$ cat config.mk
export PLATFORM = sky130hd
export DESIGN_NAME = disp_link_rx
export DESIGN_NICKNAME = d
export VERILOG_FILES = /design/src/rtl/disp_link_pkg.sv /design/src/rtl/link_sync.sv /design/src/rtl/link_shifter.sv /design/src/rtl/frame_store.sv /design/src/rtl/disp_link_rx.sv
export SDC_FILE = /design/constraint.sdc
export NUM_CORES = 1
export LEC_CHECK = 0
export CAP_MARGIN = 20
export CORE_MARGIN = 2
export CORE_UTILIZATION = 56
export CTS_BUF_LIST = sky130_fd_sc_hd__clkbuf_2
export CTS_CLUSTER_DIAMETER = 80
export DETAILED_ROUTE_END_ITERATION = 6
export PLACE_DENSITY = 0.84
export SLEW_MARGIN = 20
export SYNTH_ARGS = -nofsm -noshare
export SYNTH_HDL_FRONTEND = slang
export SYNTH_SLANG_ARGS = --single-unit
export TNS_END_PERCENT = 5
$ cat constraint.sdc
create_clock -name clk -period 2.3 [get_ports clk]
set_clock_uncertainty 0.1 [all_clocks]
set_input_delay 0.69 -clock clk [delete_from_list [all_inputs] [get_ports clk]]
set_output_delay 0.69 -clock clk [all_outputs]
set_load 0.01 [all_outputs]
$ cat src/rtl/disp_link_pkg.sv
package disp_link_pkg;

    localparam int ADDR_W    = 8;
    localparam int HALF_SEGS = 44;
    localparam int FIELD_W   = 11;
    localparam int FRAME_W   = HALF_SEGS + FIELD_W + 1;
    localparam int SEGS      = 2 * HALF_SEGS;
    localparam int FLAGS_W   = 6;
    localparam int FLAG_LSB  = HALF_SEGS + FIELD_W - FLAGS_W;
    localparam int BANK_POS  = FRAME_W - 1;
    localparam int CNT_W     = $clog2(FRAME_W + 2);

    typedef enum logic {
        BANK_LOW  = 1'b0,
        BANK_HIGH = 1'b1
    } bank_e;

    typedef struct packed {
        logic       standby;
        logic       blank_all;
        logic       bias_third;
        logic [2:0] port_mode;
    } drv_ctrl_t;

    typedef struct packed {
        bank_e                 bank;
        logic [HALF_SEGS-1:0]  segs;
        drv_ctrl_t             ctrl;
    } frame_t;

    // Split a received frame (bit k = k-th data bit) into its parts.
    function automatic frame_t unpack_frame(input logic [FRAME_W-1:0] b);
        frame_t f;
        f.bank            = bank_e'(b[BANK_POS]);
        f.segs            = b[HALF_SEGS-1:0];
        f.ctrl.port_mode  = b[FLAG_LSB +: 3];
        f.ctrl.bias_third = b[FLAG_LSB + 3];
        f.ctrl.blank_all  = b[FLAG_LSB + 4];
        f.ctrl.standby    = b[FLAG_LSB + 5];
        return f;
    endfunction

endpackage

$ cat src/rtl/link_sync.sv
module link_sync #(
    parameter int W      = 4,
    parameter int STAGES = 2
) (
    input  logic         clk,
    input  logic         rst,
    input  logic [W-1:0] d,
    output logic [W-1:0] q
);
    logic [W-1:0] stg [STAGES];

    always_ff @(posedge clk) begin
        if (rst) stg[0] <= '0;
        else     stg[0] <= d;
    end

    for (genvar s = 1; s < STAGES; s++) begin : g_stage
        always_ff @(posedge clk) begin
            if (rst) stg[s] <= '0;
            else     stg[s] <= stg[s-1];
        end
    end

    assign q = stg[STAGES-1];
endmodule

$ cat src/rtl/link_shifter.sv
module link_shifter
    import disp_link_pkg::*;
#(
    parameter logic [ADDR_W-1:0] DEV_ADDR = 8'h44
) (
    input  logic   clk,
    input  logic   rst,
    input  logic   sel_s,
    input  logic   bclk_s,
    input  logic   dat_s,
    output logic   frame_stb,
    output logic   frame_ok,
    output frame_t frame
);
    localparam int ACNT_W = $clog2(ADDR_W + 1);

    logic                sel_q, bclk_q;
    logic [ADDR_W-1:0]   addr_sr;
    logic [ACNT_W-1:0]   addr_cnt;
    logic                addr_hit;
    logic [FRAME_W-1:0]  data_sr;
    logic [CNT_W-1:0]    data_cnt;

    logic bit_edge, sel_rise, sel_fall;
    assign bit_edge = bclk_s & ~bclk_q;
    assign sel_rise = sel_s & ~sel_q;
    assign sel_fall = ~sel_s & sel_q;

    always_ff @(posedge clk) begin
        if (rst) begin
            sel_q    <= 1'b0;
            bclk_q   <= 1'b0;
            addr_sr  <= '0;
            addr_cnt <= '0;
            addr_hit <= 1'b0;
            data_sr  <= '0;
            data_cnt <= '0;
        end else begin
            sel_q  <= sel_s;
            bclk_q <= bclk_s;
            if (sel_rise) begin
                addr_hit <= (addr_cnt == ACNT_W'(ADDR_W)) && (addr_sr == DEV_ADDR);
                data_cnt <= '0;
            end else if (sel_fall) begin
                addr_hit <= 1'b0;
                addr_cnt <= '0;
            end else if (bit_edge) begin
                if (sel_s) begin
                    data_sr <= {dat_s, data_sr[FRAME_W-1:1]};
                    if (data_cnt != CNT_W'(FRAME_W + 1)) data_cnt <= data_cnt + 1'b1;
                end else begin
                    addr_sr <= {dat_s, addr_sr[ADDR_W-1:1]};
                    if (addr_cnt != ACNT_W'(ADDR_W)) addr_cnt <= addr_cnt + 1'b1;
                end
            end
        end
    end

    assign frame_stb = sel_fall;
    assign frame_ok  = addr_hit && (data_cnt == CNT_W'(FRAME_W));
    assign frame     = unpack_frame(data_sr);

    // the bit counter saturates just above a full frame
    p_cnt_bound_r5: assert property (@(posedge clk) disable iff (rst)
        data_cnt <= CNT_W'(FRAME_W + 1));
    // each data phase starts counting from zero
    p_cnt_clear_r2: assert property (@(posedge clk) disable iff (rst)
        sel_rise |=> data_cnt == '0);
    // address state is dropped after every transfer
    p_addr_clear_r1: assert property (@(posedge clk) disable iff (rst)
        sel_fall |=> (addr_cnt == '0) && !addr_hit);
endmodule

$ cat src/rtl/frame_store.sv
module frame_store
    import disp_link_pkg::*;
(
    input  logic            clk,
    input  logic            rst,
    input  logic            stb,
    input  logic            ok,
    input  frame_t          frm,
    output logic [SEGS-1:0] seg_q,
    output drv_ctrl_t       ctrl_q
);
    always_ff @(posedge clk) begin
        if (rst) begin
            seg_q  <= '0;
            ctrl_q <= '0;
        end else if (stb && ok) begin
            case (frm.bank)
                BANK_LOW: begin
                    seg_q[HALF_SEGS-1:0] <= frm.segs;
                    ctrl_q               <= frm.ctrl;
                end
                default: seg_q[SEGS-1:HALF_SEGS] <= frm.segs;
            endcase
        end
    end

    // rejected or absent frames leave the stored state alone
    p_discard_r5: assert property (@(posedge clk) disable iff (rst)
        !(stb && ok) |=> $stable(seg_q) && $stable(ctrl_q));
    // low-bank commit keeps the upper half
    p_low_bank_r3: assert property (@(posedge clk) disable iff (rst)
        (stb && ok && frm.bank == BANK_LOW) |=>
            $stable(seg_q[SEGS-1:HALF_SEGS]) && seg_q[HALF_SEGS-1:0] == $past(frm.segs));
    // high-bank commit keeps the lower half and the control flags
    p_high_bank_r4: assert property (@(posedge clk) disable iff (rst)
        (stb && ok && frm.bank == BANK_HIGH) |=>
            $stable(seg_q[HALF_SEGS-1:0]) && $stable(ctrl_q)
            && seg_q[SEGS-1:HALF_SEGS] == $past(frm.segs));
endmodule

$ cat src/rtl/disp_link_rx.sv
module disp_link_rx
    import disp_link_pkg::*;
#(
    parameter logic [ADDR_W-1:0] DEV_ADDR    = 8'h44,
    parameter int                SYNC_STAGES = 2
) (
    input  logic        clk,
    input  logic        rst,
    input  logic        link_sel,
    input  logic        link_clk,
    input  logic        link_dat,
    input  logic        force_off,
    output logic [87:0] seg_bits,
    output logic [2:0]  port_mode,
    output logic        bias_third,
    output logic        blank_all,
    output logic        standby,
    output logic        display_on
);
    logic [3:0] raw_in, sync_out;
    logic       stb, ok;
    frame_t     frm;
    drv_ctrl_t  ctrl;

    assign raw_in = {force_off, link_dat, link_clk, link_sel};

    link_sync #(.W(4), .STAGES(SYNC_STAGES)) u_sync (
        .clk(clk), .rst(rst), .d(raw_in), .q(sync_out)
    );

    link_shifter #(.DEV_ADDR(DEV_ADDR)) u_shift (
        .clk(clk), .rst(rst),
        .sel_s(sync_out[0]), .bclk_s(sync_out[1]), .dat_s(sync_out[2]),
        .frame_stb(stb), .frame_ok(ok), .frame(frm)
    );

    frame_store u_store (
        .clk(clk), .rst(rst), .stb(stb), .ok(ok), .frm(frm),
        .seg_q(seg_bits), .ctrl_q(ctrl)
    );

    assign port_mode  = ctrl.port_mode;
    assign bias_third = ctrl.bias_third;
    assign blank_all  = ctrl.blank_all;
    assign standby    = ctrl.standby;
    assign display_on = ~sync_out[3];

    // state is clear in the first cycle after reset
    p_reset_clear_r8: assert property (@(posedge clk) disable iff (rst)
        $past(rst) |-> (seg_bits == '0) && (ctrl == '0));
endmodule

# Yosys cells after proc, flatten, opt, wreduce, memory -nomap -nowiden
# Memory sizes are Yosys's and may differ from the RTL's.
# Cells that the tools add are included.
[classes]
addsub = 2
eq_ne = 6
n_mux = 11
bitwise = 12
reduce_logical = 13
[ops]
columns = ["cell", "count"]
rows = [
  ["two-way mux 4 bit", 6],
  ["AND reduction 4 bit", 4],
  ["equality test 8 x 7 -> 1 bit (second input constant)", 1],
  ["NOT 1 bit", 7],
  ["adder 6 x 1 -> 6 bit (second input constant)", 1],
  ["equality test 6 bit (second input constant)", 1],
  ["inequality test 6 bit (second input constant)", 1],
  ["nonzero test 2 bit", 3],
  ["two-way mux 1 bit", 5],
  ["adder 4 x 1 -> 4 bit (second input constant)", 1],
  ["equality test 4 bit (second input constant)", 1],
  ["inequality test 4 bit (second input constant)", 1],
  ["AND reduction 2 bit", 2],
  ["AND 1 bit", 3],
  ["logical AND 1 bit", 3],
  ["inequality test 2 x 1 -> 1 bit (second input constant)", 1],
  ["bitwise OR 1 bit", 2],
  ["OR reduction 2 bit", 1],
]
[totals]
regBits = 171
mem_bits_rw = 8
elab_cells = 58
n_memories = 1
[mem_list]
columns = ["memory", "words", "word_bits", "rd", "rd_ports_with_merged_regs", "write_ports", "line_no", "source"]
rows = [
  ["u_sync.stg", 2, 4, 2, 0, 2, "link_sync.sv:10", "logic [W-1:0] stg [STAGES];"],
]

# Depth between registers and ports, before layout
[logic_depth]
word_depth = 5
depth_mapped = 9
ltp_nobuf = 5

# Modules after synthesis
# Synthesis repeated with hierarchy kept, for this count alone.
[unflattened]
cells_unflattened = 790
hier_area_um2 = 7458.4
[modules_own_cells]
columns = ["module", "n_inst", "cells_per_inst", "area_per_inst_um2"]
rows = [
  ["frame_store", 1, 362, 3900.0],
  ["link_shifter", 1, 411, 3344.5],
  ["link_sync", 1, 16, 210.2],
  ["disp_link_rx", 1, 1, 3.8],
]

# Worst setup path before layout
# Ideal clock, no wire load.
[synth_path]
path_kind = "reg2reg"
from = "memory u_sync.stg[1][0]"
to = "register u_shift.addr_cnt[3]"
arrival_time_ps = 1818
required_ps = 2126
setup_slack_ps = 307
stages_incl_launch_ff = 8
cell_sequence = "dfxtp_1 inv_1 ha_1 buf_2 or2_2 clkbuf_1 or4_1 a31oi_1"
[synth_rtl]
columns = ["item", "line_no", "source"]
rows = [
  ["start: declaration", "link_sync.sv:10", ""],
  ["end signal: assignment", "link_shifter.sv:53", "if (addr_cnt != ACNT_W'(ADDR_W)) addr_cnt <= addr_cnt + 1'b1;"],
  ["end: declaration", "link_shifter.sv:19", "logic [ACNT_W-1:0] addr_cnt;"],
]

# Final worst setup path
[layout_path]
from = "register u_store.seg_q[46]"
to = "output seg_bits[46]"
[layout_rtl]
columns = ["item", "line_no", "source"]
rows = [
  ["start: declaration", "frame_store.sv:9", "output logic [SEGS-1:0] seg_q,"],
  ["start signal: indexed assignment", "frame_store.sv:19", "seg_q[HALF_SEGS-1:0] <= frm.segs;"],
  ["start signal: indexed assignment", "frame_store.sv:22", "default: seg_q[SEGS-1:HALF_SEGS] <= frm.segs;"],
  ["end: declaration", "disp_link_rx.sv:13", "output logic [87:0] seg_bits,"],
]
# No word-level cell between the ends.

==> results.py <==
metrics = {
    "timing": {
        "max_freq_mhz": 454,
        "drv_slew": 0,
        "finalSetupViolCount": 0,
        "timing.final.ws_setup_ps": 96.9,
        "hold_viol": 0,
        "maxSlewHeadroom_pct": 62.0,
        "tightest_slew_ps": 569,
        "rsz0062_at_grt": "true",
        "finalCriticalPeriod_ps": 2200,
        "timing.final.crit_share_pct": 95.8,
    },
    "logic_synthesis": {
        "yosysTopAreaCell": "dfxtp_1",
        "ys_warn_count": 0,
        "async_reset_ff_share_pct": 0,
        "ys_types": 43,
        "syn_nets": 770,
        "synth_flop_cell": "dfxtp_1",
        "ys_seq_area_share_pct": 52.8,
        "synth_area_leaders": "dfxtp_1 53%, nand2_1 14%, mux2i_1 13%",
        "synth_area_mm2": 0.00679,
        "yosysMostFrequentCell": "nand2_1",
        "syn_inst": 757,
        "synth_common_cells": "249 x nand2_1, 179 x dfxtp_1, 88 x mux2i_1",
        "synth.avg_cell_area_um2": 8.97,
        "synth_edf_count": 0,
        "synth_top_area_share_pct": 52.8,
        "ys_ff_latch": 179,
    },
    "power": {
        "p_per_area_mw_per_mm2": 592,
        "vdd_ir_drop_max_mv": 0.447,
        "p_leak_nw": 3.40,
    },
    "layout": {
        "multi_input_area_mm2": 0.00292,
        "antenna_cells": 0,
        "register_area_mm2": 0.00370,
        "final_nets": 856,
        "postLayoutCoreUtil_pct": 68.7,
        "fill_cells": 912,
        "areaGrowthSynthToFinish_pct": 20.5,
        "drive_above_1_share_pct": 18.6,
    },
    "clocking": {
        "cts.sinks": 179,
        "clk_pin_slew_ps": 230,
        "clk_latency_ps": 760,
        "cts_tree": "built",
        "root_buffer": "clkbuf_2",
        "cts_made_buffers": 17,
        "h-tree-depth": 4,
        "cts_buffer_depth": 2,
    },
    "grt": {
        "grt_max_degree": 56,
        "antenna_found_initial": 0,
        "grt_pass1_wl_mm": 24.0,
        "overflow": 0,
        "grt_pass1_vias": 5231,
        "grtUsageTotal_pct": 23.0,
    },
    "worst_setup_path": {
        "crit_required_ps": 1510,
        "critPathCaptureType": "output pin",
        "cp.buffers_inverters": 1,
        "rr_worst_depth": 5,
        "r2r-start": "u_sync.stg[1][0]$_SDFF_PP0_",
        "worst_setup_path_start_kind": "flip-flop",
        "critPathKind": "reg -> out",
        "path_max_fanout": 2,
        "path_cells": "clkdlybuf4s15_1",
        "timing.rr.end": "u_shift.addr_cnt[3]$_SDFFE_PP0P_",
        "arrival_ps": 1410,
        "slowest_stage": "dfxtp_1",
        "rrSetupSlack_ps": 120,
        "critical-path-max-stage-delay_ps": 390,
        "crit_family": "flip-flops",
    },
    "place": {
        "pre_cts_ws_ps": 196,
        "port_buffers": 100,
        "place_congestion": 0.766,
        "dp_hpwl_mm": 9.97,
    },
    "min_path": {
        "holdPathStages": 2,
        "holdPathEnd": "u_shift.data_sr[49]$_SDFFE_PP0P_",
        "min_from": "rst",
        "hp-class": "in -> reg",
    },
    "floorplanning": {
        "dieWidth_um": 114,
        "rows": 40,
        "core_area_mm2": 0.0119,
        "die_h_um": 114,
        "io_pins": 101,
        "start_util_pct": 57.0,
        "die-area_mm2": 0.0130,
    },
    "route": {
        "drtIter0Drc": 413,
        "num_vias": 5516,
        "wl_per_cell_um": 14.7,
        "dr.pass1.iters": 6,
        "post-route-drc-count": 0,
        "via_per_inst": 5.50,
        "ant_nets": 0,
        "drt-total-wl_mm": 14.8,
    },
    "status": {
        "status": "complete, no violations",
    },
    "job": {
        "maxCapViolCount": 0,
    },
}
-- cells in the final DEF, fill, tap and decap left out, types with 3 or more instances in the layout --
master / synthesis / layout
nand4b_1: 5 / 5
bufinv_16: 0 / 3
nand2_1: 249 / 249
a21oi_1: 75 / 75
inv_1: 9 / 9
ha_1: 7 / 7
o31ai_1: 6 / 6
clkbuf_2: 1 / 21
nand3_1: 13 / 13
clkinv_1: 0 / 5
a31oi_1: 3 / 3
nor2_1: 4 / 4
nor2b_1: 10 / 10
clkdlybuf4s15_1: 0 / 28
buf_4: 3 / 21
clkdlybuf4s50_1: 0 / 4
dfxtp_1: 179 / 88
nor4_1: 4 / 4
dfxtp_2: 0 / 91
mux2i_1: 88 / 88
o21ai_0: 12 / 12
dlygate4sd2_1: 0 / 63
a31o_2: 4 / 4
clkinv_2: 0 / 5
nand2b_1: 4 / 4
-- how the worst max path moves through the flow --
stage	startpoint	end	slack [ps]	cells past startpoint
after detailed placement	u_sync.stg[1][0]$_SDFF_PP0_	u_shift.addr_cnt[3]$_SDFFE_PP0P_	200	5
after floorplan	u_sync.stg[1][0]$_SDFF_PP0_	u_shift.addr_cnt[3]$_SDFFE_PP0P_	310	7
after global placement	u_sync.stg[1][0]$_SDFF_PP0_	u_store.seg_q[18]$_SDFFE_PP0P_	270	6
after global routing	u_sync.stg[1][3]$_SDFF_PP0_	display_on	-9	2
after CTS	u_store.seg_q[47]$_SDFFE_PP0P_	seg_bits[47]	-230	1
final	u_store.seg_q[46]$_SDFFE_PP0P_	seg_bits[46]	100	1
-- routing by layer --
metal / routed length [um] / global-route usage, % / part of all wire [%] / vias up
li1: - / - / - / 2702
met2: 7610 / 39.6 / 52 / 143
met3: 649 / 6.25 / 4.4 / 32
met1: 6200 / 27.2 / 42 / 2639
met4: 314 / 9.02 / 2.1 / 0
met5: 0 / 0 / 0 / -
-- cell type report --
type / instances / share of cell area (%)
repair buffers: 123 / 13.5
clock inverters: 14 / 1.74
multi-input cells: 512 / 35.7
clock buffers: 18 / 1.10
flip-flops and latches: 179 / 45.2
well taps: 147 / 2.25
inverters: 10 / 0.490
-- where the power goes --
group          switching (mW)  internal (mW)  total [mW]
Clock                    1.01          0.587        1.60
Combinational          0.0886         0.0353       0.124
Sequential            0.00549           3.11        3.12
Total                    1.10           3.74        4.84
-- stage by stage --
stage          cell area, um^2  hold WS, ps  cells  power (mW)  setup TNS, ps
2_1_floorplan             6790          314    757        3.27              0
3_3_place_gp              7910          321    969        3.30              0
3_5_place_dp              7910          322    969        3.30              0
4_1_cts                   8130         39.1   1002        4.86           -227
5_1_grt                   8180         25.9   1003        5.03          -9.65
6_report                  8180         96.6   1003        4.84              0
-- timing repair --
item | in CTS | in global routing
setup endpoints to repair | 95 | 37
gates resized for setup | 175 | 45
hold buffers | 0 | 0
buffers inserted | 1 | 1
-- state kept, by name (all words and copies together), names as in the netlist --
name and flops:
u_store.ctrl_q 6, u_store.seg_q 88, u_shift.addr_sr 8, u_sync.stg 8, u_shift.addr_cnt 4, u_shift.sel_q 1
u_shift.data_cnt 6, u_shift.addr_hit 1, u_shift.bclk_q 1, u_shift.data_sr 56
-- kinds of logic after synthesis --
logic type	share of synthesized area, %
adders and majority gates	1.29
DFF	52.8
AOI/OAI and AO/OA	8.57
muxes	13.0
and+or+nand+nor	20.2
buffers and inverters	4.24
(Power assumes the default switching activity.)
